===== config.mk =====
export PLATFORM = sky130hd
export DESIGN_NAME = dma4_mode_counter
export DESIGN_NICKNAME = d
export VERILOG_FILES = /design/src/rtl/dma4_mode_counter.sv
export SDC_FILE = /design/constraint.sdc
export NUM_CORES = 1
export LEC_CHECK = 0
export ABC_AREA = 1
export BUFFER_PORTS_ARGS = -buffer_cell sky130_fd_sc_hd__buf_4
export CAP_MARGIN = 5
export CORE_ASPECT_RATIO = 1.1
export CORE_MARGIN = 4
export CORE_UTILIZATION = 60
export CTS_CLUSTER_DIAMETER = 120
export DETAILED_ROUTE_END_ITERATION = 10
export PLACE_DENSITY = 0.82
export SETUP_SLACK_MARGIN = 0.3
export SYNTH_ARGS = -nofsm -noshare
export SYNTH_HDL_FRONTEND = slang
export SYNTH_SLANG_ARGS = --single-unit

===== constraint.sdc =====
create_clock -name clk -period 5.6 [get_ports clk]
set_input_delay 1.4 -clock clk [delete_from_list [all_inputs] [get_ports clk]]
set_output_delay 1.4 -clock clk [all_outputs]
set_load 0.05 [all_outputs]

===== src/rtl/dma4_mode_counter.sv =====
module dma4_mode_counter #(
  parameter int AW = 16,
  parameter int CW = 16
) (
  input  logic            clk,
  input  logic            rst_n,
  input  logic            mclr,
  input  logic            mode_we,
  input  logic [7:0]      mode_wdata,
  input  logic [3:0]      ld_we,
  input  logic [AW-1:0]   ld_addr,
  input  logic [CW-1:0]   ld_cnt,
  input  logic [3:0]      ack,
  input  logic            tc_rd,
  output logic [4*AW-1:0] cur_addr,
  output logic [4*CW-1:0] cur_cnt,
  output logic [7:0]      xfer_mode,
  output logic [7:0]      xfer_type,
  output logic [3:0]      addr_dec,
  output logic [3:0]      auto_init,
  output logic [3:0]      wr_xfer,
  output logic [3:0]      rd_xfer,
  output logic [3:0]      tc_status
);

  logic [3:0] halted;
  logic [3:0] tc_hit;

  for (genvar g = 0; g < 4; g++) begin : g_ch
    logic [5:0]    mode_q;
    logic [AW-1:0] base_a, cur_a;
    logic [CW-1:0] base_c, cur_c;
    logic          ok, step;

    assign ok   = !mode_q[5] && (mode_q[1:0] != 2'b11);
    assign step = ack[g] && !halted[g] && ok;
    assign tc_hit[g] = step && !ld_we[g] && (cur_c == '0);

    always_ff @(posedge clk or negedge rst_n)
      if (!rst_n)                                         mode_q <= '0;
      else if (mclr)                                      mode_q <= '0;
      else if (mode_we && mode_wdata[1:0] == 2'(g))       mode_q <= mode_wdata[7:2];

    always_ff @(posedge clk or negedge rst_n)
      if (!rst_n) begin
        base_a <= '0; cur_a <= '0; base_c <= '0; cur_c <= '0;
      end else if (ld_we[g]) begin
        base_a <= ld_addr; cur_a <= ld_addr;
        base_c <= ld_cnt;  cur_c <= ld_cnt;
      end else if (tc_hit[g] && mode_q[2]) begin
        cur_a <= base_a; cur_c <= base_c;
      end else if (step) begin
        cur_a <= mode_q[3] ? cur_a - 1'b1 : cur_a + 1'b1;
        cur_c <= cur_c - 1'b1;
      end

    always_ff @(posedge clk or negedge rst_n)
      if (!rst_n)                       halted[g] <= 1'b0;
      else if (ld_we[g] || mclr)        halted[g] <= 1'b0;
      else if (tc_hit[g] && !mode_q[2]) halted[g] <= 1'b1;

    assign cur_addr[AW*g +: AW] = cur_a;
    assign cur_cnt[CW*g +: CW]  = cur_c;
    assign xfer_mode[2*g +: 2]  = mode_q[5:4];
    assign addr_dec[g]          = mode_q[3];
    assign auto_init[g]         = mode_q[2];
    assign xfer_type[2*g +: 2]  = mode_q[1:0];
    assign wr_xfer[g]           = !mode_q[5] && (mode_q[1:0] == 2'b01);
    assign rd_xfer[g]           = !mode_q[5] && (mode_q[1:0] == 2'b10);
  end

  always_ff @(posedge clk or negedge rst_n)
    if (!rst_n)     tc_status <= '0;
    else if (mclr)  tc_status <= '0;
    else            tc_status <= (tc_status & ~{4{tc_rd}}) | tc_hit;

endmodule


==> summary.md, run 1 <==
| Metric | Value |
|---|---|
| Mapped cell area | 18500 um2 |
| Row cnt | 67 |
| Grt met1 use | 0.453 |
| Std-Cell Core Area | 30400 um2 |
| Initial Utilization | 0.609 |
| GRT met2 Usage | 0.545 |
| Req. time, crit path | 6.04 ns |
| Largest net degree at the start of global routing | 130 |
| Post-CTS Setup Repair Bufs | 0 |
| Share of cells above drive strength 1 | 0.114 |
| TritonCTS clock tree | built |
| Slew @ Worst Pin | 1.03 ns |
| Final wirelength | 58.2 mm |
| Mean Syn Cell Area | 6.82 um2 |
| EDFF count, synth | 0 |
| Commonest non-fill, non-tap cells in the layout | nand2_1, inv_1, dfrtp_1 |
| Setup Crit Path Kind | in -> reg |
| GRT Util Overall | 0.339 |
| CP Cell Sequence | buf_4, clkinv_1, nand2_1, o21ai_0, o21bai_1 |
| Yosys warns | 0 |
| GRT overflow | 0 |
| Routed Antenna Nets | 0 |
| Crit path buf inv count | 2 |
| Sequential share of the synthesized area | 0.389 |
| Commonest non-fill, non-tap cell in the layout | nand2_1 |
| FMAX | 0.310 GHz |
| Vias | 18600 |
| Netlist cell types | 40 |
| GRT busiest layer | met2 |
| Leakage | 0.0120 uW |
| Clock skew | 0.00848 ns |
| Hold crit path type | reg -> reg |
| Post-DR wirelength/cell | 17.5 um |
| Final max-slew violation count | 0 |
| Critical Path AT | 3.66 ns |
| Antenna violations before repair | 0 |
| H-tree depth | 1 |
| Fin crit period | 3.22 ns |
| Final hold violation count | 0 |
| 1st-iter DRT viols | 1594 |
| Post-CTS Resized | 0 |
| Max cap viols | 0 |
| Hpwl dp | 41.3 mm |
| RSZ-0062 raised after global routing | false |
| Status | finished, final reports clean |
| Vias in the first global route | 17700 |
| CTS sink count | 288 |
| Num CTS Buffers | 30 |
| Drt drc | 0 |
| I/O pins | 217 |
| Antenna Cells | 0 |
| Chip Width | 176 um |
| Highest net fanout along the worst path | 62 |
| Main flop type after synthesis | dfrtp_1 |
| Count of final setup violators | 0 |
| Cell taking the most area after synthesis | dfrtp_1 |
| Layout net count | 3015 |
| CTS root buf | clkbuf_16 |
| Synth area leaders | dfrtp_1, nand2_1, inv_1, nand3_1, o21ai_0 |
| Area grow syn2layout | 15.5% |
| Global-route wire length before repair | 91.8 mm |
| Post-Syn Nets | 2838 |
| Slowest cell on the critical path | clkinv_1 |
| Synth top area share | 0.389 |
| Async set-reset flop share out of synthesis | 1.00 |
| Crit path launch type | primary input |
| Setup TNS | 0 ns |
| Cell count after synthesis | 2717 |
| Crit. End Element | flip-flop |
| Clk_lat worst skew | 0.56 ns |
| Pre-antenna DRT Iters | 6 |
| CTS Buffer Depth | 3 |
| DR vias/cell | 5.58 |
| Worst hold margin | 0.473 ns |
| Pwr dens | 335 nW/um2 |
| Placer Congestion | 0.951 |
| PortBufs | 216 |
| Tcrit/Tclk final | 0.576 |
| Post-CTS Hold Buffers | 0 |
| Synth Register Bits | 288 |
| Worst vdd rail ir drop | 0.329 mV |
| GRT met3 Usage | 0.0419 |
| DIE AREA | 33800 um2 |
| Die Y | 192 um |
| Largest delay share family, worst path | buffers and inverters |
| Max incr delay on CP | 0.80 ns |
| Rel. slew slack | 0.312 |
| Reg clk slew, reported paths | 0.06 ns |
[stage by stage]
stage	util	instance area [um2]	power (uW)	instances	worst slack (ns)
final	0.703	21400	7180	3332	2.38
after global routing	0.703	21400	7550	3332	2.16
after CTS	0.703	21400	7170	3332	2.46
after detailed placement	0.669	20400	5060	3276	1.91
after global placement	0.669	20400	5010	3276	1.96
after floorplan	-	18500	4290	2717	2.38
[final cells by class]
cell class / count / area, um2
repair buffers: 226 / 1720
clock inverters: 12 / 138
well taps: 414 / 518
clock buffers: 44 / 915
fillers: 2644 / 9020
multi-input cells: 1865 / 9100
flip-flops and latches: 288 / 7210
inverters: 483 / 1810
[cell families (layout without fill, tap and decap cells)]
kind of cell	Yosys count	count (layout)	share of synthesized area
buf+inv	564	765	0.120
compound gates	305	305	0.0892
simple gates	1431	1431	0.324
mux	12	12	0.00729
xor+xnor	49	49	0.0232
fa+ha+maj	68	68	0.0475
flops	288	288	0.389
[state kept, by name (all words and copies together) (netlist names)]
| signal | count |
|---|---|
| g_ch.base_a | 64 |
| g_ch.base_c | 64 |
| g_ch.cur_a | 64 |
| g_ch.cur_c | 64 |
| g_ch.mode_q | 24 |
| halted | 4 |
| tc_status | 4 |
[worst reg2reg max path: cells and delay by family, from the launching register on]
family | cells | cell delay (ns)
buffers and inverters | 3 | 0.80
DFF | 1 | 0.44
adders and majority gates | 1 | 0.19
and+or+nand+nor | 7 | 1.48
[cells in the mapped netlist (21+ instances only)]
cell type,instances
dfrtp_1,288
clkbuf_1,34
xor2_1,26
xnor2_1,23
o21bai_1,23
nor3_1,21
o21ai_0,187
inv_1,468
a21oi_1,40
nand2_1,927
nand3_1,283
a31oi_1,42
ha_1,64
nor2_1,143
[final timing paths]
check,end,cells past startpoint,slack (ns),from
min,g_ch[1].base_c[7]$_DFFE_PN0P_,2,0.47,g_ch[1].base_c[7]$_DFFE_PN0P_
max in group asynchronous,g_ch[2].mode_q[1]$_DFFE_PN0P_,2,3.45,rst_n
min in group asynchronous,g_ch[3].base_a[2]$_DFFE_PN0P_,1,0.92,rst_n
min reg2reg,g_ch[1].base_c[7]$_DFFE_PN0P_,2,0.47,g_ch[1].base_c[7]$_DFFE_PN0P_
max,g_ch[1].cur_c[1]$_DFFE_PN0P_,5,2.38,ld_we[1]
max reg2reg,g_ch[0].cur_c[5]$_DFFE_PN0P_,11,2.58,g_ch[0].cur_c[0]$_DFFE_PN0P_
[power breakdown]
group | internal (uW) | switching [uW] | total (uW) | leakage, uW
logic | 773 | 1700 | 2480 | 0.00798
clock network | 1260 | 847 | 2110 | 0.000525
registers | 2310 | 278 | 2590 | 0.00353
[layer usage]
metal / vias up / wire length (um)
met5: - / 0
met4: 0 / 3650
met3: 183 / 5120
met2: 878 / 26200
met1: 8670 / 23300
li1: 8866 / -
No activity file was read; power rests on OpenSTA's default activity.
==> run 2, diff against run 1 <==
--- a/config.mk
+++ b/config.mk
@@ -5,15 +5,15 @@
 export SDC_FILE = /design/constraint.sdc
 export NUM_CORES = 1
 export LEC_CHECK = 0
-export ABC_AREA = 1
+export ABC_AREA = 0
 export BUFFER_PORTS_ARGS = -buffer_cell sky130_fd_sc_hd__buf_4
 export CAP_MARGIN = 5
 export CORE_ASPECT_RATIO = 1.1
 export CORE_MARGIN = 4
-export CORE_UTILIZATION = 60
+export CORE_UTILIZATION = 59
 export CTS_CLUSTER_DIAMETER = 120
 export DETAILED_ROUTE_END_ITERATION = 10
-export PLACE_DENSITY = 0.82
+export PLACE_DENSITY = 0.81
 export SETUP_SLACK_MARGIN = 0.3
 export SYNTH_ARGS = -nofsm -noshare
 export SYNTH_HDL_FRONTEND = slang
==> constraint.sdc (replaced) <==
create_clock -name clk -period 3.4 [get_ports clk]
set_input_delay 0.85 -clock clk [delete_from_list [all_inputs] [get_ports clk]]
set_output_delay 0.85 -clock clk [all_outputs]
set_load 0.05 [all_outputs]
==> run 2 against run 1 <==
Sequential share of layout area rose by 3.3 points. Critical endpoint is now g_ch[1].cur_c[11]$_DFFE_PN0P_. Register-to-register slack got worse by 2.1 ns. Cell count down 29%. Non-clock buffer count grew 28. Area after synthesis is 12% lower. Via count shrank 18%. Sequential cell count did not move. Count of clock-buffer cells in the layout shrank 3. Synthesized cell count down 34%. Critical path depth increased by 1. Power rose by 42%. Largest power group unchanged. Core utilization is 1.6 points higher.
==> summary.md, run 2 <==
| Metric | Value |
|---|---|
| Global-route wire length before repair | 81.9 mm |
| FMAX | 0.340 GHz |
| Synth Register Bits | 288 |
| Post-Syn Nets | 1919 |
| Layout net count | 2112 |
| Pre-antenna DRT Iters | 5 |
| Yosys warns | 0 |
| Reg area | 7210 um2 |
| Critical Path AT | 3.36 ns |
| Synth top area share | 0.440 |
| Initial Utilization | 0.604 |
| Commonest non-fill, non-tap cells in the layout | dfrtp_1, buf_4, o21ai_0 |
| Clock skew | 0.0155 ns |
| GRT Util Overall | 0.335 |
| Commonest non-fill, non-tap cell in the layout | dfrtp_1 |
| Synth area leaders | dfrtp_1, o21ai_0, ha_1, nand2_1, a21oi_1 |
| Clk_lat worst skew | 0.55 ns |
| Setup Crit Path Kind | reg -> reg |
| Mapped cell area | 16400 um2 |
| Post-CTS Hold Buffers | 0 |
| CTS root buf | clkbuf_16 |
| CP Cell Sequence | or4_4, or3_1, or4_4, mux2_1, a221oi_1, a21oi_1 |
| Vias | 15200 |
| CTS Buffer Depth | 3 |
| Final wirelength | 52.2 mm |
| Post-DR wirelength/cell | 22.0 um |
| Req. time, crit path | 3.82 ns |
| Final max-slew violation count | 0 |
| Share of cells above drive strength 1 | 0.177 |
| Std-Cell Core Area | 27100 um2 |
| Chip Width | 167 um |
| Sequential share of the synthesized area | 0.440 |
| Fin crit period | 2.94 ns |
| Highest net fanout along the worst path | 17 |
| Critical R2R Launch | g_ch[1].cur_c[10]$_DFFE_PN0P_ |
| CTS sink count | 288 |
| Worst hold margin | 0.262 ns |
| Leakage | 0.00910 uW |
| Cell with the most instances after synthesis | dfrtp_1 |
| Hold crit path type | in -> async |
| Slowest cell on the critical path | or4_4 |
| Worst vdd rail ir drop | 0.407 mV |
| R2R cell count | 6 |
| Vias in the first global route | 15000 |
| End of the worst register-to-register path | g_ch[1].cur_c[11]$_DFFE_PN0P_ |
| 1st-iter DRT viols | 1494 |
| Crit path launch type | flip-flop |
| Cell count after synthesis | 1798 |
| Crit. End Element | flip-flop |
| Mean Syn Cell Area | 9.10 um2 |
| CP most frequent cell | or4_4 |
| Core Util, Final | 0.719 |
| H-tree depth | 1 |
| Multi-input combinational cell area | 8360 um2 |
| Netlist cell types | 70 |
| Slew @ Worst Pin | 0.899 ns |
| Hpwl dp | 36.6 mm |
| Fill cells | 2058 |
| Async set-reset flop share out of synthesis | 1.00 |
| PortBufs | 216 |
| Status | finished, final reports clean |
| Drt drc | 0 |
| Antenna violations before repair | 3 |
| Routed Antenna Nets | 0 |
| Pwr dens | 521 nW/um2 |
| DR vias/cell | 6.41 |
| Cell taking the most area after synthesis | dfrtp_1 |
| Count of final setup violators | 0 |
| Die Y | 183 um |
| GRT overflow | 0 |
| Num CTS Buffers | 30 |
| Max incr delay on CP | 0.66 ns |
| DIE AREA | 30500 um2 |
| Area grow syn2layout | 19.2% |
| Top cells by count, synth | dfrtp_1, o21ai_0, nand2_1, nor2_1, inv_1 |
| RSZ-0062 raised after global routing | false |
| Reg2reg setup slack | 0.46 ns |
| Row cnt | 63 |
| TritonCTS clock tree | built |
| Reg clk slew, reported paths | 0.06 ns |
| Max cap viols | 0 |
| Main flop type after synthesis | dfrtp_1 |
| Setup TNS | 0 ns |
| Tcrit/Tclk final | 0.866 |
| Largest net degree at the start of global routing | 73 |
| I/O pins | 217 |
| Rel. slew slack | 0.395 |
| EDFF count, synth | 0 |
| Final hold violation count | 0 |
| Placer Congestion | 0.929 |
run 2: changes by cell type after synthesis, sizes merged, moves of 38 or more:
cell    previous run  this run
a21oi             41       104
a22oi              0        39
buf               47         9
clkbuf            34        84
inv              477       128
nand2            929       165
nand3            292        35
run 2: logic make-up after synthesis:
family | share of synthesized area
and+or+nand+nor | 0.144
muxes | 0.0449
DFF | 0.440
buffers and inverters | 0.0514
AOI/OAI and AO/OA | 0.230
xor gates and xnor gates | 0.0364
adders and majority gates | 0.0538
run 2: timing repair:
item                       4_1_cts  5_1_grt
setup endpoints to repair        0        6
setup buffers                    0        0
gates resized for setup          0        4
run 2: cell type report:
class                   count  share of cell area
multi-input cells        1289               0.428
flip-flops and latches    288               0.369
repair buffers            254               0.101
clock buffers              41              0.0453
inverters                 128              0.0246
well taps                 357              0.0229
clock inverters            14             0.00821
diodes                      3            0.000385
run 2: layer usage:
layer  vias up  track usage  wire length [um]
li1       6920            -                 -
met4         2        0.171              2940
met2       715        0.522             23700
met1      7419        0.439             20200
met5         -            0                14
met3       167       0.0799              5330
run 2: worst max-delay path: cells and delay by family, from the launching register on:
family | cells | cell delay (ns)
and+or+nand+nor | 3 | 1.70
muxes | 1 | 0.35
DFF | 1 | 0.42
AOI/OAI and AO/OA | 2 | 0.33
run 2: report_power, final:
| group | internal, uW | total [uW] | switching (uW) | leakage [uW] |
|---|---|---|---|---|
| Combinational | 877 | 2620 | 1740 | 0.00507 |
| Sequential | 3750 | 4100 | 347 | 0.00352 |
| Clock | 2040 | 3440 | 1400 | 0.000511 |
run 2: worst max path at each step:
stage / start / end / slack [ns] / cells after the start
final: g_ch[1].cur_c[10]$_DFFE_PN0P_ / g_ch[1].cur_c[11]$_DFFE_PN0P_ / 0.46 / 6
after global routing: g_ch[1].cur_c[10]$_DFFE_PN0P_ / g_ch[1].cur_c[11]$_DFFE_PN0P_ / 0.32 / 6
after CTS: g_ch[1].cur_c[10]$_DFFE_PN0P_ / g_ch[1].cur_c[11]$_DFFE_PN0P_ / 0.46 / 6
after detailed placement: g_ch[1].cur_c[10]$_DFFE_PN0P_ / g_ch[1].cur_c[11]$_DFFE_PN0P_ / 0.48 / 6
after global placement: g_ch[1].cur_c[10]$_DFFE_PN0P_ / g_ch[1].cur_c[11]$_DFFE_PN0P_ / 0.49 / 6
after floorplan: g_ch[1].cur_c[10]$_DFFE_PN0P_ / g_ch[1].cur_c[11]$_DFFE_PN0P_ / 0.43 / 8
run 2: through the flow:
stage          cell area (um2)  setup slack (ns)  cells  total power, uW
4_1_cts                  19500             0.458   2371            10200
2_1_floorplan            16400             0.431   1798             5810
5_1_grt                  19500             0.321   2373            10600
6_report                 19500             0.456   2374            10200
3_5_place_dp             18400             0.478   2316             6740
3_3_place_gp             18400             0.494   2316             6670
==> run 3, diff against run 2 <==
--- a/config.mk
+++ b/config.mk
@@ -6,14 +6,14 @@
 export NUM_CORES = 1
 export LEC_CHECK = 0
 export ABC_AREA = 0
-export BUFFER_PORTS_ARGS = -buffer_cell sky130_fd_sc_hd__buf_4
+export BUFFER_PORTS_ARGS = -buffer_cell sky130_fd_sc_hd__buf_2
 export CAP_MARGIN = 5
 export CORE_ASPECT_RATIO = 1.1
 export CORE_MARGIN = 4
-export CORE_UTILIZATION = 59
+export CORE_UTILIZATION = 55
 export CTS_CLUSTER_DIAMETER = 120
 export DETAILED_ROUTE_END_ITERATION = 10
-export PLACE_DENSITY = 0.81
+export PLACE_DENSITY = 0.77
 export SETUP_SLACK_MARGIN = 0.3
 export SYNTH_ARGS = -nofsm -noshare
 export SYNTH_HDL_FRONTEND = slang
==> run 3 against run 2 <==
Register-to-register slack about the same. Non-clock buffer count down 2. Sequential share of layout area up 1.1 points. Die area up 6.9%. Sequential power about the same. Sequential cell count unchanged. Critical path type unchanged.
==> summary.md, run 3 (synthesis gave the netlist of run 2 again) <==
| Metric | Value |
|---|---|
| PortBufs | 216 |
| Initial Utilization | 0.564 |
| Drt drc | 0 |
| Max incr delay on CP | 0.65 ns |
| Crit path launch type | flip-flop |
| Largest delay share family, worst path | simple AND/OR/NAND/NOR gates |
| Num CTS Buffers | 30 |
| Fill cells | 2384 |
| CTS Buffer Depth | 3 |
| Vias | 15200 |
| H-tree depth | 1 |
| Clock skew | 0.0165 ns |
| GRT Util Overall | 0.318 |
| Vias in the first global route | 14600 |
| Routed Antenna Nets | 0 |
| CP most frequent cell | or4_4 |
| Clk_lat worst skew | 0.57 ns |
| Crit. End Element | flip-flop |
| Commonest non-fill, non-tap cell in the layout | dfrtp_1 |
| CTS root buf | clkbuf_16 |
| Fin crit period | 2.93 ns |
| DIE AREA | 32600 um2 |
| Count of final setup violators | 0 |
| Placement Setup Slack | 0.522 ns |
| Layout net count | 2110 |
| Core Util, Final | 0.652 |
| Placed Cells | 2325 |
| Final hold violation count | 0 |
| Die Y | 189 um |
| End of the worst register-to-register path | g_ch[1].cur_c[11]$_DFFE_PN0P_ |
| Final Worst Setup Slack | 0.471 ns |
| FMAX | 0.341 GHz |
| Max cap viols | 0 |
| Post-CTS Setup Repair Bufs | 0 |
| Crit path buf inv count | 0 |
| Hpwl dp | 36.5 mm |
| Area grow syn2layout | 15.6% |
| Reg clk slew, reported paths | 0.07 ns |
| Rel. slew slack | 0.451 |
| Pwr dens | 530 nW/um2 |
| Pre-antenna DRT Iters | 8 |
| DR vias/cell | 6.37 |
| TritonCTS clock tree | built |
| Global-route wire length before repair | 81.4 mm |
| Slew @ Worst Pin | 0.816 ns |
| CP Cell Sequence | or4_4, or3_1, or4_4, mux2_1, a221oi_1, a21oi_1 |
| Hold crit path type | in -> async |
| Final wirelength | 52.5 mm |
| Std-Cell Core Area | 29000 um2 |
| Leakage | 0.00893 uW |
| Reg2reg setup slack | 0.47 ns |
| RSZ-0062 raised after global routing | false |
| Tcrit/Tclk final | 0.862 |
| Req. time, crit path | 3.83 ns |
| I/O pins | 217 |
| Final max-slew violation count | 0 |
| Worst vdd rail ir drop | 0.509 mV |
| Slowest cell on the critical path | or4_4 |
| GRT overflow | 0 |
| Setup TNS | 0 ns |
| Placer Congestion | 0.921 |
| Critical R2R Launch | g_ch[1].cur_c[10]$_DFFE_PN0P_ |
| Antenna violations before repair | 3 |
| Largest net degree at the start of global routing | 111 |
| Post-DR wirelength/cell | 22.0 um |
| Chip Width | 172 um |
| Highest net fanout along the worst path | 17 |
| 1st-iter DRT viols | 1391 |
| Status | finished, final reports clean |
| Critical Path AT | 3.36 ns |
| CTS sink count | 288 |
| R2R cell count | 6 |
| Setup Crit Path Kind | reg -> reg |
| Finished Layout Cells | 2383 |
| Share of cells above drive strength 1 | 0.173 |
| Row cnt | 65 |
| Commonest non-fill, non-tap cells in the layout | dfrtp_1, buf_2, o21ai_0 |
-- run 3: changes by cell type in the layout (fill, tap and decap cells not counted), moves of 2 or more --
cell and change:
clkinv_2 -2, clkbuf_8 -4, buf_4 -216, buf_2 +215, clkbuf_1 +5
-- run 3: worst reg2reg max path, delay by kind of cell (launching register included) --
family | cells | cell delay, ns
muxes | 1 | 0.36
AOI/OAI and AO/OA | 2 | 0.33
and+or+nand+nor | 3 | 1.68
DFF | 1 | 0.42
-- run 3: worst max-delay path by stage --
| stage | startpoint | to | slack, ns | cells after the start |
|---|---|---|---|---|
| 2_1_floorplan | g_ch[1].cur_c[10]$_DFFE_PN0P_ | g_ch[1].cur_c[11]$_DFFE_PN0P_ | 0.43 | 8 |
| 3_3_place_gp | g_ch[1].cur_c[10]$_DFFE_PN0P_ | g_ch[1].cur_c[11]$_DFFE_PN0P_ | 0.53 | 6 |
| 3_5_place_dp | g_ch[1].cur_c[10]$_DFFE_PN0P_ | g_ch[1].cur_c[11]$_DFFE_PN0P_ | 0.52 | 6 |
| 4_1_cts | g_ch[1].cur_c[10]$_DFFE_PN0P_ | g_ch[1].cur_c[11]$_DFFE_PN0P_ | 0.51 | 6 |
| 5_1_grt | g_ch[1].mode_q[3]$_DFFE_PN0P_ | g_ch[1].cur_a[13]$_DFFE_PN0P_ | 0.34 | 7 |
| 6_report | g_ch[1].cur_c[10]$_DFFE_PN0P_ | g_ch[1].cur_c[11]$_DFFE_PN0P_ | 0.47 | 6 |
-- run 3: where the power goes --
group          internal (uW)  leakage [uW]  switching, uW
clock                   2030      0.000490           1420
combinational            739       0.00491           1730
sequential              3750       0.00352            346
total                   6530       0.00893           3490
-- run 3: repair_timing --
item	in CTS	in global routing
resized for setup	0	1
setup endpoints to repair	0	2
hold buffers	0	0
-- run 3: final cells by class --
cell class,count,area (um2),area share
tap,368,460,0.0243
antenna,4,10.0,0.000529
clock inverter,12,171,0.00906
clock buffer,42,847,0.0448
inverter,128,480,0.0254
multi-input combinational,1289,8340,0.441
timing repair buffer,252,1400,0.0739
sequential,288,7210,0.381
-- run 3: metal layers --
| layer | up-vias | GRT usage | share of wire |
|---|---|---|---|
| met3 | 178 | 0.0641 | 0.091 |
| met1 | 7368 | 0.431 | 0.40 |
| li1 | 6917 | - | - |
| met5 | - | 0 | 0.00013 |
| met2 | 726 | 0.486 | 0.45 |
| met4 | 2 | 0.159 | 0.061 |
-- run 3: stage by stage --
step | total power, uW | area [um2] | hold slack (ns)
3_5_place_dp | 6590 | 17900 | 0.481
3_3_place_gp | 6520 | 17900 | 0.479
4_1_cts | 10000 | 18900 | 0.126
2_1_floorplan | 5810 | 16400 | 0.455
6_report | 10000 | 18900 | 0.132
5_1_grt | 10400 | 18900 | 0.142
